[src/rtl/lock_pkg.sv]
package lock_pkg;
  localparam int STEPS = 3;

  typedef enum logic [1:0] {
    LK_IDLE = 2'b00,
    LK_ONE  = 2'b01,
    LK_TWO  = 2'b10,
    LK_OPEN = 2'b11
  } lock_state_e;
endpackage

[src/rtl/lock_step_match.sv]
module lock_step_match #(
  parameter int VAL_W = 6,
  parameter int STEPS = 3,
  parameter logic [STEPS-1:0]       SEQ_DIR = '0,
  parameter logic [STEPS*VAL_W-1:0] SEQ_VAL = '0
) (
  input  logic             dir,
  input  logic [VAL_W-1:0] value,
  output logic [STEPS-1:0] hit
);
  // one comparator per combination step
  for (genvar i = 0; i < STEPS; i++) begin : g_step
    assign hit[i] = (dir == SEQ_DIR[i]) && (value == SEQ_VAL[i*VAL_W +: VAL_W]);
  end
endmodule

[src/rtl/lock_next_state.sv]
module lock_next_state
  import lock_pkg::*;
(
  input  lock_state_e      cur,
  input  logic             op_valid,
  input  logic             relock,
  input  logic [STEPS-1:0] hit,
  output lock_state_e      nxt
);
  always_comb begin
    nxt = cur;
    if (relock) begin
      nxt = LK_IDLE;
    end else if (op_valid) begin
      case (cur)
        LK_OPEN: nxt = LK_OPEN;
        LK_TWO:  nxt = hit[2] ? LK_OPEN : (hit[0] ? LK_ONE : LK_IDLE);
        LK_ONE:  nxt = hit[1] ? LK_TWO  : (hit[0] ? LK_ONE : LK_IDLE);
        default: nxt = hit[0] ? LK_ONE  : LK_IDLE;
      endcase
    end
  end
endmodule

[src/rtl/lock_fsm.sv]
module lock_fsm
  import lock_pkg::*;
#(
  parameter int VAL_W = 6,
  parameter logic [STEPS-1:0]       SEQ_DIR = 3'b101,
  parameter logic [STEPS*VAL_W-1:0] SEQ_VAL = {VAL_W'(3), VAL_W'(22), VAL_W'(13)}
) (
  input  logic             clk,
  input  logic             rst,
  input  logic             op_valid,
  input  logic             dir,
  input  logic [VAL_W-1:0] value,
  input  logic             relock,
  output logic             unlock,
  output logic [1:0]       state
);
  lock_state_e      state_q, state_d;
  logic             unlock_q;
  logic [STEPS-1:0] hit;

  lock_step_match #(
    .VAL_W(VAL_W), .STEPS(STEPS), .SEQ_DIR(SEQ_DIR), .SEQ_VAL(SEQ_VAL)
  ) match_i (
    .dir(dir), .value(value), .hit(hit)
  );

  lock_next_state next_i (
    .cur(state_q), .op_valid(op_valid), .relock(relock), .hit(hit), .nxt(state_d)
  );

  always_ff @(posedge clk) begin
    if (rst) begin
      state_q  <= LK_IDLE;
      unlock_q <= 1'b0;
    end else begin
      state_q  <= state_d;
      unlock_q <= (state_d == LK_OPEN);
    end
  end

  assign state  = state_q;
  assign unlock = unlock_q;

  AST_UNLOCK_MOORE: assert property (@(posedge clk) disable iff (rst)
    unlock == (state_q == LK_OPEN));
  AST_HOLD_NO_OP: assert property (@(posedge clk) disable iff (rst)
    (!op_valid && !relock) |=> $stable(state_q));
  AST_RELOCK_IDLE: assert property (@(posedge clk) disable iff (rst)
    relock |=> (state_q == LK_IDLE));
  AST_OPEN_PERSIST: assert property (@(posedge clk) disable iff (rst)
    (state_q == LK_OPEN && !relock) |=> (state_q == LK_OPEN));
  AST_OPEN_FROM_TWO: assert property (@(posedge clk) disable iff (rst)
    $rose(unlock) |-> ($past(state_q) == LK_TWO));
endmodule

[config.mk]
export PLATFORM = sky130hd
export DESIGN_NAME = lock_fsm
export DESIGN_NICKNAME = d
export VERILOG_FILES = /design/src/rtl/lock_pkg.sv /design/src/rtl/lock_step_match.sv /design/src/rtl/lock_next_state.sv /design/src/rtl/lock_fsm.sv
export SDC_FILE = /design/constraint.sdc
export NUM_CORES = 1
export LEC_CHECK = 0
export ABC_CLOCK_PERIOD_IN_PS = 2400
export BUFFER_PORTS_ARGS = -buffer_cell sky130_fd_sc_hd__buf_2
export CAP_MARGIN = 40
export CORE_AREA = 4 4 41 43
export CTS_CLUSTER_DIAMETER = 100
export DETAILED_ROUTE_END_ITERATION = 8
export DIE_AREA = 0 0 45 47
export PLACE_DENSITY = 0.34
export SLEW_MARGIN = 10
export SYNTH_ARGS = -nofsm -noshare
export SYNTH_HDL_FRONTEND = slang
export SYNTH_HIERARCHICAL = 1
export SYNTH_SLANG_ARGS = --single-unit
[constraint.sdc]
create_clock -name clk -period 2.4 [get_ports clk]
set_clock_uncertainty 0.15 [all_clocks]
set_input_delay 0.72 -clock clk [delete_from_list [all_inputs] [get_ports clk]]
set_output_delay 0.72 -clock clk [all_outputs]
set_load 0.01 [all_outputs]
==> impl_results.md, run 1 <==
- Slew @ Worst Pin: 323.5 ps
- Hold Crit Class: reg -> reg
- GRT Util Overall: 6.551%
- Top FF cell, synth: dfxtp_1
- Final hold vios: 0
- Critical Path Max Stage Delay: 400 ps
- I/O pin total: 14
- Post-route minimum period: 1987 ps
- Core area: 0.001301 mm^2
- Worst Path Arrival: 2010 ps
- Starting Density: 16.15%
- Detail Route Antenna Nets: 0
- Most frequent cells after synthesis: dfxtp_1 (3), nor2b_1 (3), nand4bb_1 (2), nor2_1 (2), nor4b_2 (2)
- Crit path capture type: flop
- Routed WL per cell: 10.62 um
- Ranking of synthesized cells by area: dfxtp_1 (29%), nor4b_2 (14%), nand4bb_1 (11%)
- Critical path launch point type: input pin
- Initial antenna violation count: 0
- PostCTS Resize Cnt: 0
- Final WL: 563 um
- CTS max path bufs: 2
- Setup violators final: 0
- Post-CTS Setup Inserts: 0
- Gr ovfl total: 0
- PD cells: 482.6 mW/mm^2
- Critical-path cell list: buf_2 -> nand4bb_1 -> nor4b_2 -> nor2_1 -> a2111oi_2 -> and3b_1
- Crit path kind: in -> reg
- # H-tree levels: 1
- Layout area overhead: 52.38%
- First-pass GRT wire length: 931 um
- Number of global-route vias before repair: 244
- Asr flop ratio synth: 0%
- RSZ-0062 raised after global routing: false
- Antenna fix cells: 0
- Die width: 45 um
- Cells after Synth: 21
- Synth Cell Area: 210.2 um^2
- Yosys reg bits: 3
- Max FO, Critical Path: 2
- Max Slew Vio Count: 0
- Die area: 0.002115 mm^2
- Setup TNS: 0 ps
- Initial drt markers: 0
- Syn_area_per_cell: 10.01 um^2
- Vias/cell: 4.151
- Pwr Total: 0.0001546 W
- Distinct cell type count after synthesis: 14
- Die Y: 47 um
- Via count: 220
- Post-CTS Hold Buffers: 0
- Num CTS Buffers: 3
- Sink Count: 3
- Yosys warnings: 6
- Row count: 13
- Syn Nets: 32
- CTS Root Cell: clkbuf_4
- Clock transition at the registers of the reported paths: 40 ps
- Req. time, crit path: 2420 ps
- Outcome: complete, no violations
- Layout net count: 50
- Area leader, netlist: dfxtp_1
- Max Freq: 503.2 MHz
- Part of the Yosys area used for sequential elements: 28.57%
- Number of max-cap violations: 0
- Final period util: 82.80%
- IO Port Bufs: 13
- Pleak: 0.1271 nW
- Fraction of layout cells with a size suffix above 1: 55.26%
- DRC: 0
- Largest net degree at the start of global routing: 6
- Final GP Congestion: 0.6551
- Top-area cell type share of the netlist area: 28.57%
- Slew headroom: 78.39%
- CTS tree: yes
- Final HPWL DP: 465.6 um
- Max VDD drop: 0.1874 mV
- CP max-delay cell: a2111oi_2
- Total iterations of the first detailed-routing run: 1
- EDFF count, synth: 0
- Skew-Pair Late Insertion Delay: 230 ps
- FILL cells: 150
==> worst max-delay path, delay by kind of cell <==
kind,cells,cell delay [ps]
simple gates,4,770
buf+inv,1,100
compound gates,1,400
==> layout make-up <==
| class | instances | area [um^2] | share of cell area (%) |
|---|---|---|---|
| multi-input combinational | 17 | 146.4 | 45.70 |
| timing repair buffer | 13 | 65.06 | 20.31 |
| sequential | 3 | 60.06 | 18.75 |
| clock buffer | 4 | 26.28 | 8.203 |
| tap | 15 | 18.77 | 5.859 |
| inverter | 1 | 3.754 | 1.172 |
==> layer usage <==
metal,GRT usage [%],routed length (um),up-vias
met5,0,0,-
met4,7.018,0,0
met3,2.682,68,0
met2,10.17,273,10
met1,6.349,220,95
li1,-,-,115
==> cell usage in the layout (no fill, tap or decap) <==
cell type / n
a2111oi_2: 1
a21bo_2: 1
a21oi_1: 1
a221oi_2: 1
and3b_1: 1
buf_2: 13
clkbuf_1: 1
clkbuf_4: 3
dfxtp_1: 3
inv_1: 1
nand2_1: 1
nand4bb_1: 2
nor2_1: 2
nor2b_1: 3
nor3_1: 1
nor4b_2: 2
o21ai_0: 1
==> registers in the layout, indices dropped and copies added (netlist names) <==
name	cells
state	2
unlock	1
==> power breakdown <==
group | total (W) | internal (W) | switching, W
Clock | 0.0000875 | 0.0000622 | 0.0000253
Combinational | 0.0000168 | 0.00000926 | 0.00000758
Sequential | 0.0000502 | 0.0000502 | 0.0000000284
==> cell families after synthesis <==
group / count (synthesis) / share of synthesized area, %
flops: 3 / 28.57
simple gates: 12 / 45.83
buf+inv: 1 / 1.784
compound gates: 5 / 23.80
==> stage by stage <==
stage / worst slack, ps / util (%) / std cells / hold slack, ps / cell area (um^2)
finish: 412.7 / 24.62 / 53 / 488.2 / 320.3
CTS: 387.2 / 24.62 / 53 / 491.2 / 320.3
floorplan: 425.8 / - / 21 / 477.6 / 210.2
detailed placement: 135.4 / 22.60 / 49 / 484.3 / 294.0
global placement: 183.0 / 22.60 / 49 / 470.9 / 294.0
global route: 289.9 / 24.62 / 53 / 516.8 / 320.3
==> final timing paths <==
check	from	end	slack (ps)	depth (start not counted)
setup / recovery	value[4]	unlock$_SDFF_PP0_	410	6
hold / removal	state[0]$_SDFF_PP0_	state[0]$_SDFF_PP0_	490	3
setup reg to reg	state[0]$_SDFF_PP0_	unlock$_SDFF_PP0_	1130	3
hold reg to reg	state[0]$_SDFF_PP0_	state[0]$_SDFF_PP0_	490	3
No activity file was read; power rests on OpenSTA's default activity.
==> run 2, diff against run 1 <==
ABC_CLOCK_PERIOD_IN_PS = 1690   (was 2400)
PLACE_DENSITY = 0.36   (was 0.34)
clock period = 1.69 ns   (was 2.4 ns; I/O delays follow)
==> impl_results.md, run 2 (same netlist as run 1, synthesis figures left out) <==
- Max Slew Vio Count: 0
- Via count: 244
- Num CTS Buffers: 3
- Req. time, crit path: 1710 ps
- Most common cell after layout, fill and taps aside: buf_2
- Initial antenna violation count: 0
- Outcome: finished, violations left
- Antenna fix cells: 0
- Routed WL per cell: 11.95 um
- Die width: 45 um
- Crit path kind: in -> reg
- Final WL: 657 um
- Most frequent cells in the layout: buf_2 (10), nor2b_1 (3), clkbuf_4 (3), buf_6 (3), dfxtp_1 (3)
- Hold Crit Class: in -> reg
- Detail Route Antenna Nets: 0
- Sink Count: 3
- CTS max path bufs: 2
- Initial drt markers: 2
- Vias/cell: 4.436
- Fraction of layout cells with a size suffix above 1: 62.50%
- Slew headroom: 79.59%
- Slew @ Worst Pin: 305.6 ps
- Placed Cells: 51
- Number of max-cap violations: 0
- Violated checks: negative setup slack
- Pleak: 0.1596 nW
- Core area: 0.001301 mm^2
- Final Core Density: 30.19%
- Max FO, Critical Path: 2
- Layout net count: 52
- Setup violators final: 2
- # H-tree levels: 1
- Die Y: 47 um
- PD cells: 601.3 mW/mm^2
- Final hold vios: 0
- Die area: 0.002115 mm^2
- Number of global-route vias before repair: 285
- DRC: 0
- CTS tree: yes
- Post-route cell area: 392.9 um^2
- Layout area overhead: 86.90%
- Placed instance area: 309.0 um^2
- Dpl ws: -299.2 ps
- IO Port Bufs: 13
- Post-CTS Setup Inserts: 0
- CTS Root Cell: clkbuf_4
- Crit path capture type: flop
- Max Freq: 577.5 MHz
- Row count: 13
- Post-route minimum period: 1731 ps
- RSZ-0062 raised after global routing: true
- Largest net degree at the start of global routing: 6
- GRT Util Overall: 7.261%
- Worst Path Arrival: 1750 ps
- Gr ovfl total: 0
- Final GP Congestion: 0.7440
- Largest register FFs: 2
- Post-CTS Hold Buffers: 0
- Setup TNS: -63.79 ps
- Final period util: 102.5%
- Max VDD drop: 0.2573 mV
- Setup WS post-layout: -41.49 ps
- Clock transition at the registers of the reported paths: 40 ps
- Starting Density: 16.15%
- Final non-filler cell total: 55
- Critical path launch point type: input pin
- First-pass GRT wire length: 1.035 mm
- Skew-Pair Late Insertion Delay: 230 ps
- Total iterations of the first detailed-routing run: 4
- I/O pin total: 14
run 2: changes by cell type in the layout (fill, tap and decap cells not counted), sizes merged:
cell	before	now
buf	13	15
run 2: critical path, stage by stage:
cell and delay [ps]:
buf_6 90, nand4bb_4 240, nor4b_4 260, nor2_1 80, a2111oi_2 390, and3b_1 190
run 2: layer usage:
| metal | routed length (um) | track usage (%) | vias up |
|---|---|---|---|
| met5 | 0 | 0 | - |
| met4 | 19 | 8.772 | 0 |
| met3 | 78 | 1.916 | 2 |
| met2 | 272 | 11.02 | 15 |
| met1 | 286 | 7.483 | 107 |
| li1 | - | - | 120 |
run 2: timing repair:
item / CTS / global route
endpoints found under the setup margin: 3 / 3
gates resized for setup: 8 / 1
pin swaps: 6 / 4
run 2: worst paths after layout:
check	start	to	slack (ps)	cells after the start
worst min-delay path	rst	state[0]$_SDFF_PP0_	310	2
worst min register to register	state[0]$_SDFF_PP0_	state[0]$_SDFF_PP0_	500	3
worst max-delay path	value[4]	unlock$_SDFF_PP0_	-40	6
worst max register to register	state[0]$_SDFF_PP0_	unlock$_SDFF_PP0_	440	3
run 2: power by group:
| part | internal, W | switching [W] |
|---|---|---|
| clock network | 0.0000884 | 0.0000362 |
| registers | 0.0000713 | 0.0000000404 |
| logic | 0.0000239 | 0.0000164 |
| total | 0.000184 | 0.0000527 |
run 2: area by class of cell:
| cell class | instances | area [um^2] |
|---|---|---|
| timing repair buffer | 15 | 98.84 |
| multi-input combinational | 17 | 185.2 |
| clock buffer | 4 | 26.28 |
| sequential | 3 | 60.06 |
| fill | 147 | 908.4 |
| tap | 15 | 18.77 |
| inverter | 1 | 3.754 |
run 2: per-stage QoR:
stage / total power (W) / hold slack, ps
after floorplan: 0.00007908 / 428.6
after global placement: 0.00009937 / 477.6
after detailed placement: 0.0001004 / 497.1
after CTS: 0.0002410 / 300.4
after global routing: 0.0002495 / 304.3
final: 0.0002362 / 308.6
==> run 3, diff against run 2 <==
ABC_CLOCK_PERIOD_IN_PS = 1900   (was 1690)
PLACE_DENSITY = 0.34   (was 0.36)
clock period = 1.9 ns   (was 1.69 ns; I/O delays follow)
==> impl_results.md, run 3 (same netlist as run 1, synthesis figures left out) <==
- Delay-heaviest family, CP: simple AND/OR/NAND/NOR gates
- Gr ovfl total: 0
- CTS Root Cell: clkbuf_4
- RSZ-0062 raised after global routing: true
- Routed WL per cell: 10.91 um
- Req. time, crit path: 1920 ps
- Final WL: 622 um
- GRT Util Overall: 6.388%
- Final GP Congestion: 0.7402
- Top sig layer: met3
- Core area: 0.001301 mm^2
- Pleak: 0.1688 nW
- Hold Crit Class: in -> reg
- Critical Path Max Stage Delay: 340 ps
- WL met3: 74 um
- Final period util: 96.24%
- Antenna fix cells: 0
- Final HPWL DP: 480.4 um
- Sink Count: 3
- Worst Path Arrival: 1850 ps
- Die width: 45 um
- Pwr Total: 0.0002122 W
- I/O pin total: 14
- Most frequent cells in the layout: buf_2 (12), buf_4 (4), nor2b_1 (3), clkbuf_4 (3), dfxtp_1 (3)
- CTS tree: yes
- Crit path kind: in -> reg
- Setup TNS: 0 ps
- DRC: 0
- Final Core Density: 31.63%
- Critical path launch point type: input pin
- Initial drt markers: 4
- Number of max-cap violations: 0
- Critical path buffer and inverter count: 1
- # H-tree levels: 1
- Worst Hold Launch: rst
- Met2 WL post-DR: 308 um
- Row count: 13
- Largest net degree at the start of global routing: 6
- Slew @ Worst Pin: 321.8 ps
- Starting Density: 16.15%
- Via count: 238
- Critical-path cell list: buf_6 -> nand4bb_4 -> nor4b_4 -> nor2_1 -> a2111oi_2 -> and3b_1
- Largest register FFs: 2
- Die area: 0.002115 mm^2
- Post-route minimum period: 1829 ps
- Clock transition at the registers of the reported paths: 40 ps
- Num CTS Buffers: 3
- Crit path capture type: flop
- Max Slew Vio Count: 0
- Fraction of layout cells with a size suffix above 1: 66.67%
- Skew-Pair Late Insertion Delay: 230 ps
- Most common cell after layout, fill and taps aside: buf_2
- Max FO, Critical Path: 2
- PD cells: 515.4 mW/mm^2
- CP max-delay cell: a2111oi_2
- Critical path launch point: value[5]
- Final non-filler cell total: 57
- Initial antenna violation count: 0
- First-pass GRT wire length: 917 um
- Detail Route Antenna Nets: 0
- IO Port Bufs: 13
- Final hold vios: 0
- Max Freq: 546.9 MHz
- Outcome: complete, no violations
- Routed length on met1: 239 um
- Reg2reg start: state[0]$_SDFF_PP0_
- Layout net count: 54
- CTS max path bufs: 2
- Slew headroom: 78.51%
- Max VDD drop: 0.2898 mV
- Setup violators final: 0
- Number of global-route vias before repair: 244
- Total iterations of the first detailed-routing run: 3
- Die Y: 47 um
- Layout area overhead: 95.83%
- Vias/cell: 4.175
- Placed Cells: 51
-- run 3: changes by cell type in the layout (fill, tap and decap cells not counted), sizes merged --
cell  previous run  this run
buf             15        17
-- run 3: layout make-up --
cell class | count | area (um^2)
Clock buffer | 4 | 26.28
Fill cell | 144 | 889.6
Inverter | 1 | 3.754
Multi-Input combinational cell | 17 | 201.4
Sequential cell | 3 | 60.06
Tap cell | 15 | 18.77
Timing Repair Buffer | 17 | 101.3
-- run 3: power breakdown --
part	internal (W)	switching (W)
Sequential	0.0000634	0.0000000322
Clock	0.0000786	0.0000319
Combinational	0.0000219	0.0000163
Total	0.000164	0.0000482
-- run 3: repair_timing --
item,in CTS,in global routing
hold endpoints to repair,0,0
resized for setup,0,7
hold buffers,0,0
endpoints found under the setup margin,0,2
buffers inserted,0,2
-- run 3: metal layers --
| metal | vias up | GRT usage [%] |
|---|---|---|
| li1 | 123 | - |
| met1 | 105 | 5.882 |
| met2 | 10 | 10.73 |
| met3 | 0 | 1.916 |
| met4 | 0 | 7.018 |
| met5 | - | 0 |
-- run 3: path summary, 6_finish.rpt --
| path | endpoint | slack, ps | cells past startpoint |
|---|---|---|---|
| max | unlock$_SDFF_PP0_ | 70 | 6 |
| max reg2reg | unlock$_SDFF_PP0_ | 680 | 3 |
| min reg2reg | state[0]$_SDFF_PP0_ | 490 | 3 |
| min | state[0]$_SDFF_PP0_ | 380 | 2 |
-- run 3: per-stage QoR --
stage | setup slack (ps) | area (um^2) | hold WS (ps)
after CTS | 67.51 | 335.3 | 369.5
final | 71.48 | 411.6 | 381.5
after global routing | -17.88 | 411.6 | 376.2
after floorplan | 75.75 | 210.2 | 477.6
after detailed placement | -143.7 | 309.0 | 479.2
after global placement | -148.1 | 309.0 | 481.5
